$ cat config.mk
export PLATFORM = sky130hd
export DESIGN_NAME = vfb_feedback
export DESIGN_NICKNAME = d
export VERILOG_FILES = /design/src/rtl/vfb_pkg.sv /design/src/rtl/vfb_load_div.sv /design/src/rtl/vfb_line_div.sv /design/src/rtl/vfb_ref_path.sv /design/src/rtl/vfb_gate.sv /design/src/rtl/vfb_pfd.sv /design/src/rtl/vfb_feedback.sv
export SDC_FILE = /design/constraint.sdc
export NUM_CORES = 1
export LEC_CHECK = 0
export ABC_CLOCK_PERIOD_IN_PS = 3250
export BUFFER_PORTS_ARGS = -buffer_cell sky130_fd_sc_hd__buf_4
export CAP_MARGIN = 20
export CELL_PAD_IN_SITES_DETAIL_PLACEMENT = 1
export CELL_PAD_IN_SITES_GLOBAL_PLACEMENT = 1
export CORE_UTILIZATION = 44
export CTS_BUF_LIST = sky130_fd_sc_hd__clkbuf_2 sky130_fd_sc_hd__clkbuf_4 sky130_fd_sc_hd__clkbuf_8
export CTS_CLUSTER_SIZE = 10
export DETAILED_ROUTE_END_ITERATION = 8
export HOLD_SLACK_MARGIN = 0.08
export PLACE_DENSITY = 0.82
export SLEW_MARGIN = 10
export SYNTH_ARGS = -nofsm -noshare
export SYNTH_HDL_FRONTEND = slang
export SYNTH_SLANG_ARGS = --single-unit
$ cat constraint.sdc
create_clock -name clk -period 3.25 [get_ports clk]
set_clock_uncertainty 0.1 [all_clocks]
set_input_delay 0.4875 -clock clk [delete_from_list [all_inputs] [get_ports clk]]
set_output_delay 0.4875 -clock clk [all_outputs]
set_load 0.02 [all_outputs]
$ cat src/rtl/vfb_pkg.sv
package vfb_pkg;

  localparam int LD_SEL_W = 3;
  localparam int LD_CNT_W = 4;

  function automatic logic [LD_CNT_W-1:0] ld_modulus(input logic [LD_SEL_W-1:0] sel);
    logic [LD_CNT_W-1:0] m;
    case (sel)
      3'd0:    m = 4'd3;
      3'd1:    m = 4'd4;
      3'd2:    m = 4'd5;
      3'd3:    m = 4'd6;
      3'd4:    m = 4'd8;
      default: m = 4'd10;
    endcase
    return m;
  endfunction

endpackage

$ cat src/rtl/vfb_load_div.sv
module vfb_load_div
  import vfb_pkg::*;
#(
  parameter int RST_LEN = 8
) (
  input  logic                clk,
  input  logic                rst,
  input  logic [LD_SEL_W-1:0] sel,
  input  logic                realign_req,
  output logic                ld_clk,
  output logic                tick
);
  localparam int SEQ_W = $clog2(RST_LEN + 1);

  logic [LD_CNT_W-1:0] modv, half, cnt, cnt_nxt;
  logic [SEQ_W-1:0]    seq_cnt;
  logic                req_q, busy, wrap;

  always_comb begin
    modv    = ld_modulus(sel);
    half    = modv >> 1;
    busy    = (seq_cnt != '0);
    wrap    = (cnt >= modv - 1'b1);
    cnt_nxt = (busy || wrap) ? '0 : cnt + 1'b1;
  end

  always_ff @(posedge clk) begin
    if (rst) begin
      cnt     <= '0;
      ld_clk  <= 1'b0;
      tick    <= 1'b0;
      req_q   <= 1'b0;
      seq_cnt <= '0;
    end else begin
      req_q  <= realign_req;
      cnt    <= cnt_nxt;
      ld_clk <= !busy && (cnt_nxt < half);
      tick   <= !busy && wrap;
      if (req_q && !realign_req)
        seq_cnt <= SEQ_W'(RST_LEN);
      else if (busy)
        seq_cnt <= seq_cnt - 1'b1;
    end
  end

  AST_LD_RANGE: assert property (@(posedge clk) disable iff (rst)
    $stable(sel) |-> (cnt < modv));
  AST_LD_QUIET_SEQ: assert property (@(posedge clk) disable iff (rst)
    (seq_cnt != '0) && $past(seq_cnt != '0) |-> !ld_clk);

endmodule

$ cat src/rtl/vfb_line_div.sv
module vfb_line_div #(
  parameter int LW = 12
) (
  input  logic          clk,
  input  logic          rst,
  input  logic          tick,
  input  logic [LW-1:0] line_mod,
  output logic          line_reset
);
  logic [LW-1:0] cnt, reload;

  always_comb reload = (line_mod == '0) ? '0 : line_mod - 1'b1;

  always_ff @(posedge clk) begin
    if (rst) begin
      cnt        <= '0;
      line_reset <= 1'b0;
    end else begin
      line_reset <= 1'b0;
      if (tick) begin
        if (cnt == '0) begin
          cnt        <= reload;
          line_reset <= 1'b1;
        end else begin
          cnt <= cnt - 1'b1;
        end
      end
    end
  end

  AST_LINE_NEEDS_TICK: assert property (@(posedge clk) disable iff (rst)
    line_reset |-> $past(tick));
  AST_LINE_SINGLE: assert property (@(posedge clk) disable iff (rst)
    line_reset |=> !line_reset);
  AST_LINE_MIDCOUNT: assert property (@(posedge clk) disable iff (rst)
    tick && (cnt != '0) |=> !line_reset);

endmodule

$ cat src/rtl/vfb_ref_path.sv
module vfb_ref_path #(
  parameter int RW = 8
) (
  input  logic          clk,
  input  logic          rst,
  input  logic          ref_in,
  input  logic          ref_rise,
  input  logic [RW-1:0] ref_mod,
  output logic          ref_evt
);
  logic          ref_q, ref_qq, edge_hit;
  logic [RW-1:0] rcnt, last;

  always_comb begin
    edge_hit = ref_rise ? (ref_q && !ref_qq) : (!ref_q && ref_qq);
    last     = (ref_mod == '0) ? '0 : ref_mod - 1'b1;
  end

  always_ff @(posedge clk) begin
    if (rst) begin
      ref_q   <= 1'b0;
      ref_qq  <= 1'b0;
      rcnt    <= '0;
      ref_evt <= 1'b0;
    end else begin
      ref_q   <= ref_in;
      ref_qq  <= ref_q;
      ref_evt <= 1'b0;
      if (edge_hit) begin
        if (rcnt >= last) begin
          rcnt    <= '0;
          ref_evt <= 1'b1;
        end else begin
          rcnt <= rcnt + 1'b1;
        end
      end
    end
  end

  AST_REF_FROM_EDGE: assert property (@(posedge clk) disable iff (rst)
    ref_evt |-> $past(ref_q != ref_qq));

endmodule

$ cat src/rtl/vfb_gate.sv
module vfb_gate #(
  parameter bit            GATE_BY_BLANK = 1'b0,
  parameter int            AW            = 4,
  parameter logic [AW-1:0] GATE_ADDR     = '1,
  parameter int            DBIT          = 3
) (
  input  logic          clk,
  input  logic          rst,
  input  logic          det_gate_en,
  input  logic          bus_latch,
  input  logic [AW-1:0] bus_data,
  input  logic          vblank_in,
  output logic          gate
);
  logic [AW-1:0] addr_q;
  logic          cond_bus, cond_blank, cond;

  always_comb begin
    cond_bus   = det_gate_en && (addr_q == GATE_ADDR) && bus_data[DBIT];
    cond_blank = det_gate_en && vblank_in;
    cond       = GATE_BY_BLANK ? cond_blank : cond_bus;
  end

  always_ff @(posedge clk) begin
    if (rst) begin
      addr_q <= '0;
      gate   <= 1'b0;
    end else begin
      if (bus_latch) addr_q <= bus_data;
      gate <= cond;
    end
  end

  AST_GATE_NEEDS_EN: assert property (@(posedge clk) disable iff (rst)
    gate |-> $past(det_gate_en));

endmodule

$ cat src/rtl/vfb_pfd.sv
module vfb_pfd (
  input  logic clk,
  input  logic rst,
  input  logic gate,
  input  logic ref_evt,
  input  logic fb_evt,
  output logic pump_up,
  output logic pump_dn
);
  logic armed;

  always_ff @(posedge clk) begin
    if (rst) begin
      pump_up <= 1'b0;
      pump_dn <= 1'b0;
      armed   <= 1'b1;
    end else if (gate) begin
      pump_up <= 1'b0;
      pump_dn <= 1'b0;
      armed   <= 1'b0;
    end else begin
      if (ref_evt) armed <= 1'b1;
      if (pump_up && pump_dn) begin
        pump_up <= 1'b0;
        pump_dn <= 1'b0;
      end else begin
        pump_up <= pump_up || ref_evt;
        pump_dn <= pump_dn || (fb_evt && (armed || ref_evt));
      end
    end
  end

  AST_CLEAR_BOTH: assert property (@(posedge clk) disable iff (rst)
    pump_up && pump_dn |=> !pump_up && !pump_dn);
  AST_GATE_QUIET: assert property (@(posedge clk) disable iff (rst)
    gate |=> !pump_up && !pump_dn);
  AST_UP_NEEDS_REF: assert property (@(posedge clk) disable iff (rst)
    $rose(pump_up) |-> $past(ref_evt));

endmodule

$ cat src/rtl/vfb_feedback.sv
module vfb_feedback
  import vfb_pkg::*;
#(
  parameter bit GATE_BY_BLANK = 1'b0,
  parameter int LINE_W        = 12,
  parameter int REF_W         = 8,
  parameter int BUS_W         = 4,
  parameter int RST_LEN       = 8
) (
  input  logic                clk,
  input  logic                rst,
  input  logic                ref_in,
  input  logic                ref_rise,
  input  logic                cascade_fb,
  input  logic [LD_SEL_W-1:0] ld_div_sel,
  input  logic [LINE_W-1:0]   line_mod,
  input  logic [REF_W-1:0]    ref_mod,
  input  logic                det_gate_en,
  input  logic                realign_req,
  input  logic                bus_latch,
  input  logic [BUS_W-1:0]    bus_data,
  input  logic                vblank_in,
  output logic                pump_up,
  output logic                pump_dn,
  output logic                ld_clk,
  output logic                line_reset
);
  logic ld_tick, ref_evt, gate, fb_evt;

  vfb_load_div #(.RST_LEN(RST_LEN)) u_load (
    .clk(clk), .rst(rst), .sel(ld_div_sel), .realign_req(realign_req),
    .ld_clk(ld_clk), .tick(ld_tick));

  vfb_line_div #(.LW(LINE_W)) u_line (
    .clk(clk), .rst(rst), .tick(ld_tick), .line_mod(line_mod),
    .line_reset(line_reset));

  vfb_ref_path #(.RW(REF_W)) u_ref (
    .clk(clk), .rst(rst), .ref_in(ref_in), .ref_rise(ref_rise),
    .ref_mod(ref_mod), .ref_evt(ref_evt));

  vfb_gate #(.GATE_BY_BLANK(GATE_BY_BLANK), .AW(BUS_W)) u_gate (
    .clk(clk), .rst(rst), .det_gate_en(det_gate_en), .bus_latch(bus_latch),
    .bus_data(bus_data), .vblank_in(vblank_in), .gate(gate));

  always_comb fb_evt = cascade_fb ? line_reset : ld_tick;

  vfb_pfd u_pfd (
    .clk(clk), .rst(rst), .gate(gate), .ref_evt(ref_evt), .fb_evt(fb_evt),
    .pump_up(pump_up), .pump_dn(pump_dn));

  AST_RESET_QUIET: assert property (@(posedge clk)
    $past(rst) && rst |-> !pump_up && !pump_dn && !ld_clk && !line_reset);

endmodule

## Word-level counts from Yosys, hierarchy flattened

Cells that the tools add are included.

- Output and inout port bits: 4
- Input bits: 36
- Bits in registers: 43
- Word-level logic and storage cells: 76

- Bitwise operators: 2
- Reductions and logical operators: 28
- Muxes and demuxes: 14
- Magnitude comparators: 3
- Equal/unequal tests: 5
- Add/subtract/negate cells: 7

Operators by type and width:

| kind | number |
|---|---|
| $logic_not 12->1 | 2 |
| $mux 12 | 2 |
| $sub 12x1->12 const B | 2 |
| $pmux 4 s5 | 1 |
| $mux 8 | 2 |
| $mux 4 | 3 |
| $logic_and 1x1->1 | 9 |
| $add 8x1->8 const B | 1 |
| $ge 8x8->1 | 1 |
| $logic_not 8->1 | 1 |
| $sub 4x1->4 const B | 2 |
| $sub 8x1->8 const B | 1 |
| $eq 3x2->1 const B | 2 |
| $mux 1 | 6 |
| $reduce_or 2->1 | 3 |
| $add 4x1->4 const B | 1 |
| $eq 4x4->1 const B | 1 |
| $ge 4x4->1 | 1 |
| $logic_not 1->1 | 4 |
| $logic_or 1x1->1 | 4 |
| $lt 4x3->1 | 1 |
| $reduce_bool 2->1 | 2 |
| $reduce_bool 4->1 | 1 |
| $eq 3x1->1 const B | 1 |
| other kinds (4) | 5 |

## Depth between registers and ports, before layout

- Depth in word-level cells: 8
- Mapped depth: 12
- Depth with buffers taken out: 12

## By module

Synthesis repeated with hierarchy kept, for this count alone.

- Cell total of the unflattened synthesis: 325
- Area total of the unflattened synthesis: 2,899.0 um^2

Modules (own cells, without submodules):

| module | area an instance (um^2) | sequential area each (um^2) | times used | cells each |
|---|---|---|---|---|
| vfb_line_div | 1,076.0 | 260.2 | 1 | 133 |
| vfb_ref_path | 828.3 | 220.2 | 1 | 92 |
| vfb_load_div | 685.7 | 220.2 | 1 | 72 |
| vfb_gate | 177.7 | 100.1 | 1 | 17 |
| vfb_pfd | 116.4 | 60.1 | 1 | 10 |
| vfb_feedback | 15.0 | 0.0 | 1 | 1 |

## Worst setup path after synthesis

No wires, ideal clock.

- Path kind: input to register
- Start: input ld_div_sel[1]
- End: register u_load.ld_clk
- Data required time: 3,021 ps
- Path slack: 239 ps
- Library setup time: 129 ps
- Stages on the path: 11
- Arrival: 2,782 ps
- Path buffers: 0
- Cells stage by stage: o21ai_0 a21boi_0 ha_1 ha_1 a21oi_1 o21ai_0 nor3_1 ha_1 o21ai_0 a2111oi_0 nor2_1

- Cells in the longest elaborated chain, start to end: 8
- Elaborated cells between the ends (all ways): 12
- Those cells by class: add/sub (1); order compare (2); eq/ne (4); mux (2); reduce/logical (3)

Ends and longest elaborated chain:

| what | RTL line | text |
|---|---|---|
| start: declaration | vfb_feedback.sv:15 | `input logic [LD_SEL_W-1:0] ld_div_sel,` |
| $eq 3x3->1, or another cell as far along | vfb_pkg.sv:8 | `case (sel)` |
| $pmux 4 s5 * | vfb_pkg.sv:8 |  |
| $sub 4x1->4 * | vfb_load_div.sv:23 | `wrap = (cnt >= modv - 1'b1);` |
| $ge 4x4->1 * | vfb_load_div.sv:23 |  |
| $logic_or 1x1->1 * | vfb_load_div.sv:24 | `cnt_nxt = (busy \|\| wrap) ? '0 : cnt + 1'b1;` |
| $mux 4 * | vfb_load_div.sv:24 |  |
| via u_load.cnt_nxt[1] | vfb_load_div.sv:15 | `logic [LD_CNT_W-1:0] modv, half, cnt, cnt_nxt;` |
| $lt 4x3->1 * | vfb_load_div.sv:37 | `ld_clk <= !busy && (cnt_nxt < half);` |
| $logic_and 1x1->1 * | vfb_load_div.sv:37 |  |
| end signal: assignment | vfb_load_div.sv:37 |  |
| end: declaration | vfb_load_div.sv:10 | `output logic ld_clk,` |

Mark *: on every way through the listed nets, which the timed path passes. The rest lies on a longest branch.
A chain may end at the register's enable or synchronous reset.

## Final worst setup path

- Start: input ref_mod[3]
- End: register u_ref.rcnt[3]

- Cells in the longest elaborated chain, start to end: 4
- Elaborated cells between the ends (all ways): 5
- Those cells by class: add/sub (1); order compare (1); mux (2); reduce/logical (1)

Ends and longest elaborated chain:

| what | RTL line | text |
|---|---|---|
| start: declaration | vfb_feedback.sv:17 | `input logic [REF_W-1:0] ref_mod,` |
| $sub 8x1->8 / $logic_not 8->1 (equally long branches) | vfb_ref_path.sv:16 | `last = (ref_mod == '0) ? '0 : ref_mod - 1'b1;` |
| $mux 8 * | vfb_ref_path.sv:16 |  |
| $ge 8x8->1 * | vfb_ref_path.sv:30 | `if (rcnt >= last) begin` |
| $mux 8 * | vfb_ref_path.sv:30 |  |
| end signal: assignment | vfb_ref_path.sv:34 | `rcnt <= rcnt + 1'b1;` |
| end: declaration | vfb_ref_path.sv:12 | `logic [RW-1:0] rcnt, last;` |

Every way passes the cells marked *; elsewhere a longest branch is shown, timed or not.

==> flow_metrics.py <==
metrics = {
    "worst_setup_path": {
        "worst-endpoint-required_ns": 3.37,
        "crit_path_start_kind": "input pin",
        "slowest_delay_ns": 0.49,
        "setup.worst_path.class": "input pin to flop",
        "timing.critical_path.slowest_stage_cell": "sky130_fd_sc_hd__or4_1",
        "worstPathArrival_ns": 3.14,
        "crit_path_cell_trace": "buf_4 -> nor2_1 -> nand3_1 -> or4_1 -> nor3_1 -> a21oi_1 -> ha_1 -> a21oi_1 -> o21ai_0 -> a211o_1 -> or4_1 -> o31ai_1",
        "critical_path.endpoint_type": "flop",
        "critPathMaxFanout": 6,
    },
    "clock_tree": {
        "post_cts_repair_setup_buffers": 0,
        "tritoncts.num_buffers": 5,
        "worst_skew_pair.late_latency_ns": 0.30,
        "clockBufferDepth": 2,
        "cts_htree_levels": 2,
        "clk_pin_slew_worst_paths_ns": 0.09,
        "post_cts_hold_buffer_count": 0,
        "tritoncts": "yes",
        "cts_sinks": 43,
        "clock-root-buffer": "sky130_fd_sc_hd__clkbuf_8",
        "ctsResizeCount": 0,
    },
    "global_routing": {
        "grt_antenna_before_repair": 0,
        "pin_count_of_the_biggest_net_entering_global_routing": 43,
        "first_global_vias": 2571,
        "globalRoute.totalOverflow": 0,
        "gr-usage-all-layers_pct": 21.67,
        "grt_first_pass_wirelength_mm": 11.18,
    },
    "placed_design": {
        "dp_hpwl_mm": 5.062,
        "buffer_ports.inserted": 38,
        "place.detailed.instances": 447,
        "gpl.final_weighted_congestion": 0.7894,
    },
    "timing": {
        "setup-violations-final": 0,
        "report.final.slew_viol_count": 0,
        "worst_slew_pin_slew_ns": 0.5869,
        "max_slew_margin_pct": 60.51,
        "achievable-frequency_mhz": 330.9,
        "fin_crit_ns": 3.022,
        "report.final.hold_viol_count": 0,
        "hold_ws_ns": 0.3047,
        "min_period_over_period_pct": 92.97,
        "setup_repair_after_global_routing_missed_its_margin": "false",
    },
    "yosys": {
        "ys.warnings.count": 0,
        "synthesis.area_sq_mm": 0.002794,
        "average_cell_area_after_synthesis_sq_um": 8.217,
        "postSynthCellCount": 340,
        "synth_top_flop_cell": "sky130_fd_sc_hd__dfxtp_1",
        "synth_cell_type_count": 56,
        "synth-seq-area-share_pct": 30.81,
        "synthesis.nets": 399,
        "share_of_flip_flops_with_an_asynchronous_set_or_reset_after_synthesis_pct": 0,
        "ys_seq_elements": 43,
        "number_of_enable_flip_flop_cells_after_synthesis": 0,
    },
    "cells_and_area": {
        "final_layout_size_suffix_gt1_share_pct": 17.37,
        "most-common-layout-cells": "sky130_fd_sc_hd__buf_4, sky130_fd_sc_hd__dfxtp_1, sky130_fd_sc_hd__nor2_1",
        "layout_commonest_cell": "sky130_fd_sc_hd__buf_4",
        "layout-area-overhead-vs-synth_pct": 15.63,
        "fillerInstances": 756,
        "finish.cell_count_without_fillers": 455,
        "antennaDiodeCount": 0,
        "num-nets-final": 438,
        "postLayoutCoreUtil_pct": 53.61,
    },
    "route": {
        "wirelength_mm": 6.511,
        "remaining_drc_errors": 0,
        "routedWlPerCell_um": 14.31,
        "drt_first_iter_violations": 65,
        "route.antenna.remaining_nets": 0,
        "drt-pass1-iter-count": 4,
        "vias": 2570,
        "routed_via_density": 5.648,
    },
    "floorplanning": {
        "initial_util_pct": 46.37,
        "std_cell_rows": 28,
        "die_h_um": 81.69,
        "design.die.area_sq_mm": 0.006672,
        "io_pins": 40,
        "die-width_um": 81.69,
        "coreArea_sq_mm": 0.006026,
    },
    "min_path": {
        "worstHoldPathType": "input pin to flop",
    },
    "power_and_ir_drop": {
        "powerDensity_mw_per_mm2": 518.2,
        "worst_ir_drop_vdd_mv": 0.2941,
        "power.leakage_uw": 0.001306,
    },
    "outcome": {
        "run_status": "complete, no violations",
    },
    "flow_run": {
        "max_cap_violations": 0,
    },
}
[metal layers]
layer | GRT usage, % | vias to the layer above | share of wire [%]
met5 | 0 | - | 0
met4 | 6.140 | 0 | 1.4
met3 | 3.556 | 8 | 3.0
met2 | 39.58 | 44 | 49
met1 | 25.91 | 1208 | 46
li1 | - | 1310 | -
[cell families after synthesis]
kind of cell / count (synthesis) / synth area share [%]
AND/OR/NAND/NOR: 145 / 27.36
adder cells (fa/ha/maj): 23 / 10.30
flip-flops: 43 / 30.81
AO/OA/AOI/OAI: 67 / 16.26
XOR/XNOR: 18 / 5.643
multiplexers: 10 / 3.672
buffers and inverters: 34 / 5.956
[where the power goes]
group	total [uW]	internal (uW)	switching [uW]
clock network	358	154	204
logic	682	296	386
registers	634	585	49.5
total	1670	1030	640
[cells in the mapped netlist (all sizes together), types with 5 or more instances]
| library cell | number | share of area, % |
|---|---|---|
| a21oi | 22 | 3.9 |
| xnor2 | 13 | 4.1 |
| nand2 | 27 | 3.6 |
| nor3 | 18 | 3.2 |
| nor2b | 6 | 1.3 |
| or3 | 6 | 1.3 |
| o21ai | 12 | 2.1 |
| buf | 6 | 2.1 |
| nand2b | 7 | 1.6 |
| inv | 21 | 2.8 |
| or4 | 7 | 1.9 |
| mux2i | 8 | 2.9 |
| ha | 23 | 10 |
| xor2 | 5 | 1.6 |
| dfxtp | 43 | 31 |
| clkbuf | 7 | 1.1 |
| nand3 | 12 | 2.1 |
| nor2 | 37 | 5.0 |
| nor4 | 6 | 1.6 |
[sequential cells by signal (all words and copies together), names as in the netlist]
signal / flops
u_load.tick: 1
u_load.ld_clk: 1
u_line.line_reset: 1
u_ref.ref_q: 1
u_ref.ref_evt: 1
u_pfd.armed: 1
u_gate.gate: 1
u_gate.addr_q: 4
u_line.cnt: 12
u_pfd.pump_up: 1
u_load.seq_cnt: 4
u_pfd.pump_dn: 1
u_load.req_q: 1
u_load.cnt: 4
u_ref.rcnt: 8
u_ref.ref_qq: 1
[path summary, 6_finish.rpt]
kind | from | to | depth (start not counted) | slack, ns
hold reg to reg | u_gate.addr_q[2] | u_gate.gate | 2 | 0.36
setup / recovery | ref_mod[3] | u_ref.rcnt[3] | 12 | 0.23
setup reg to reg | u_load.cnt[0] | u_load.ld_clk | 10 | 0.91
hold / removal | realign_req | u_load.req_q | 2 | 0.30
[per-stage QoR]
stage          setup WS [ns]  area, sq um  total power, uW  setup TNS [ns]
2_1_floorplan         0.2394         2794             1178               0
3_3_place_gp         0.06732         3138             1302               0
3_5_place_dp        -0.03512         3138             1329        -0.05083
4_1_cts               0.2516         3231             1697               0
5_1_grt              0.05058         3231             1812               0
6_report              0.2283         3231             1674               0
[critical path: cells and delay by family]
family          cells  cell delay, ns
compound gates      5            0.83
simple gates        5            1.40
fa+ha+maj           1            0.29
buf+inv             1            0.11
[layout make-up]
| class | instances | area [sq um] | share of cell area, % |
|---|---|---|---|
| clock buffer | 5 | 68.82 | 2.130 |
| inverter | 21 | 78.83 | 2.440 |
| multi-input combinational | 263 | 1767 | 54.69 |
| clock inverter | 3 | 23.77 | 0.7359 |
| tap | 75 | 93.84 | 2.905 |
| sequential | 43 | 860.8 | 26.65 |
| timing repair buffer | 45 | 337.8 | 10.46 |
Power figures use the tool's default switching activity.
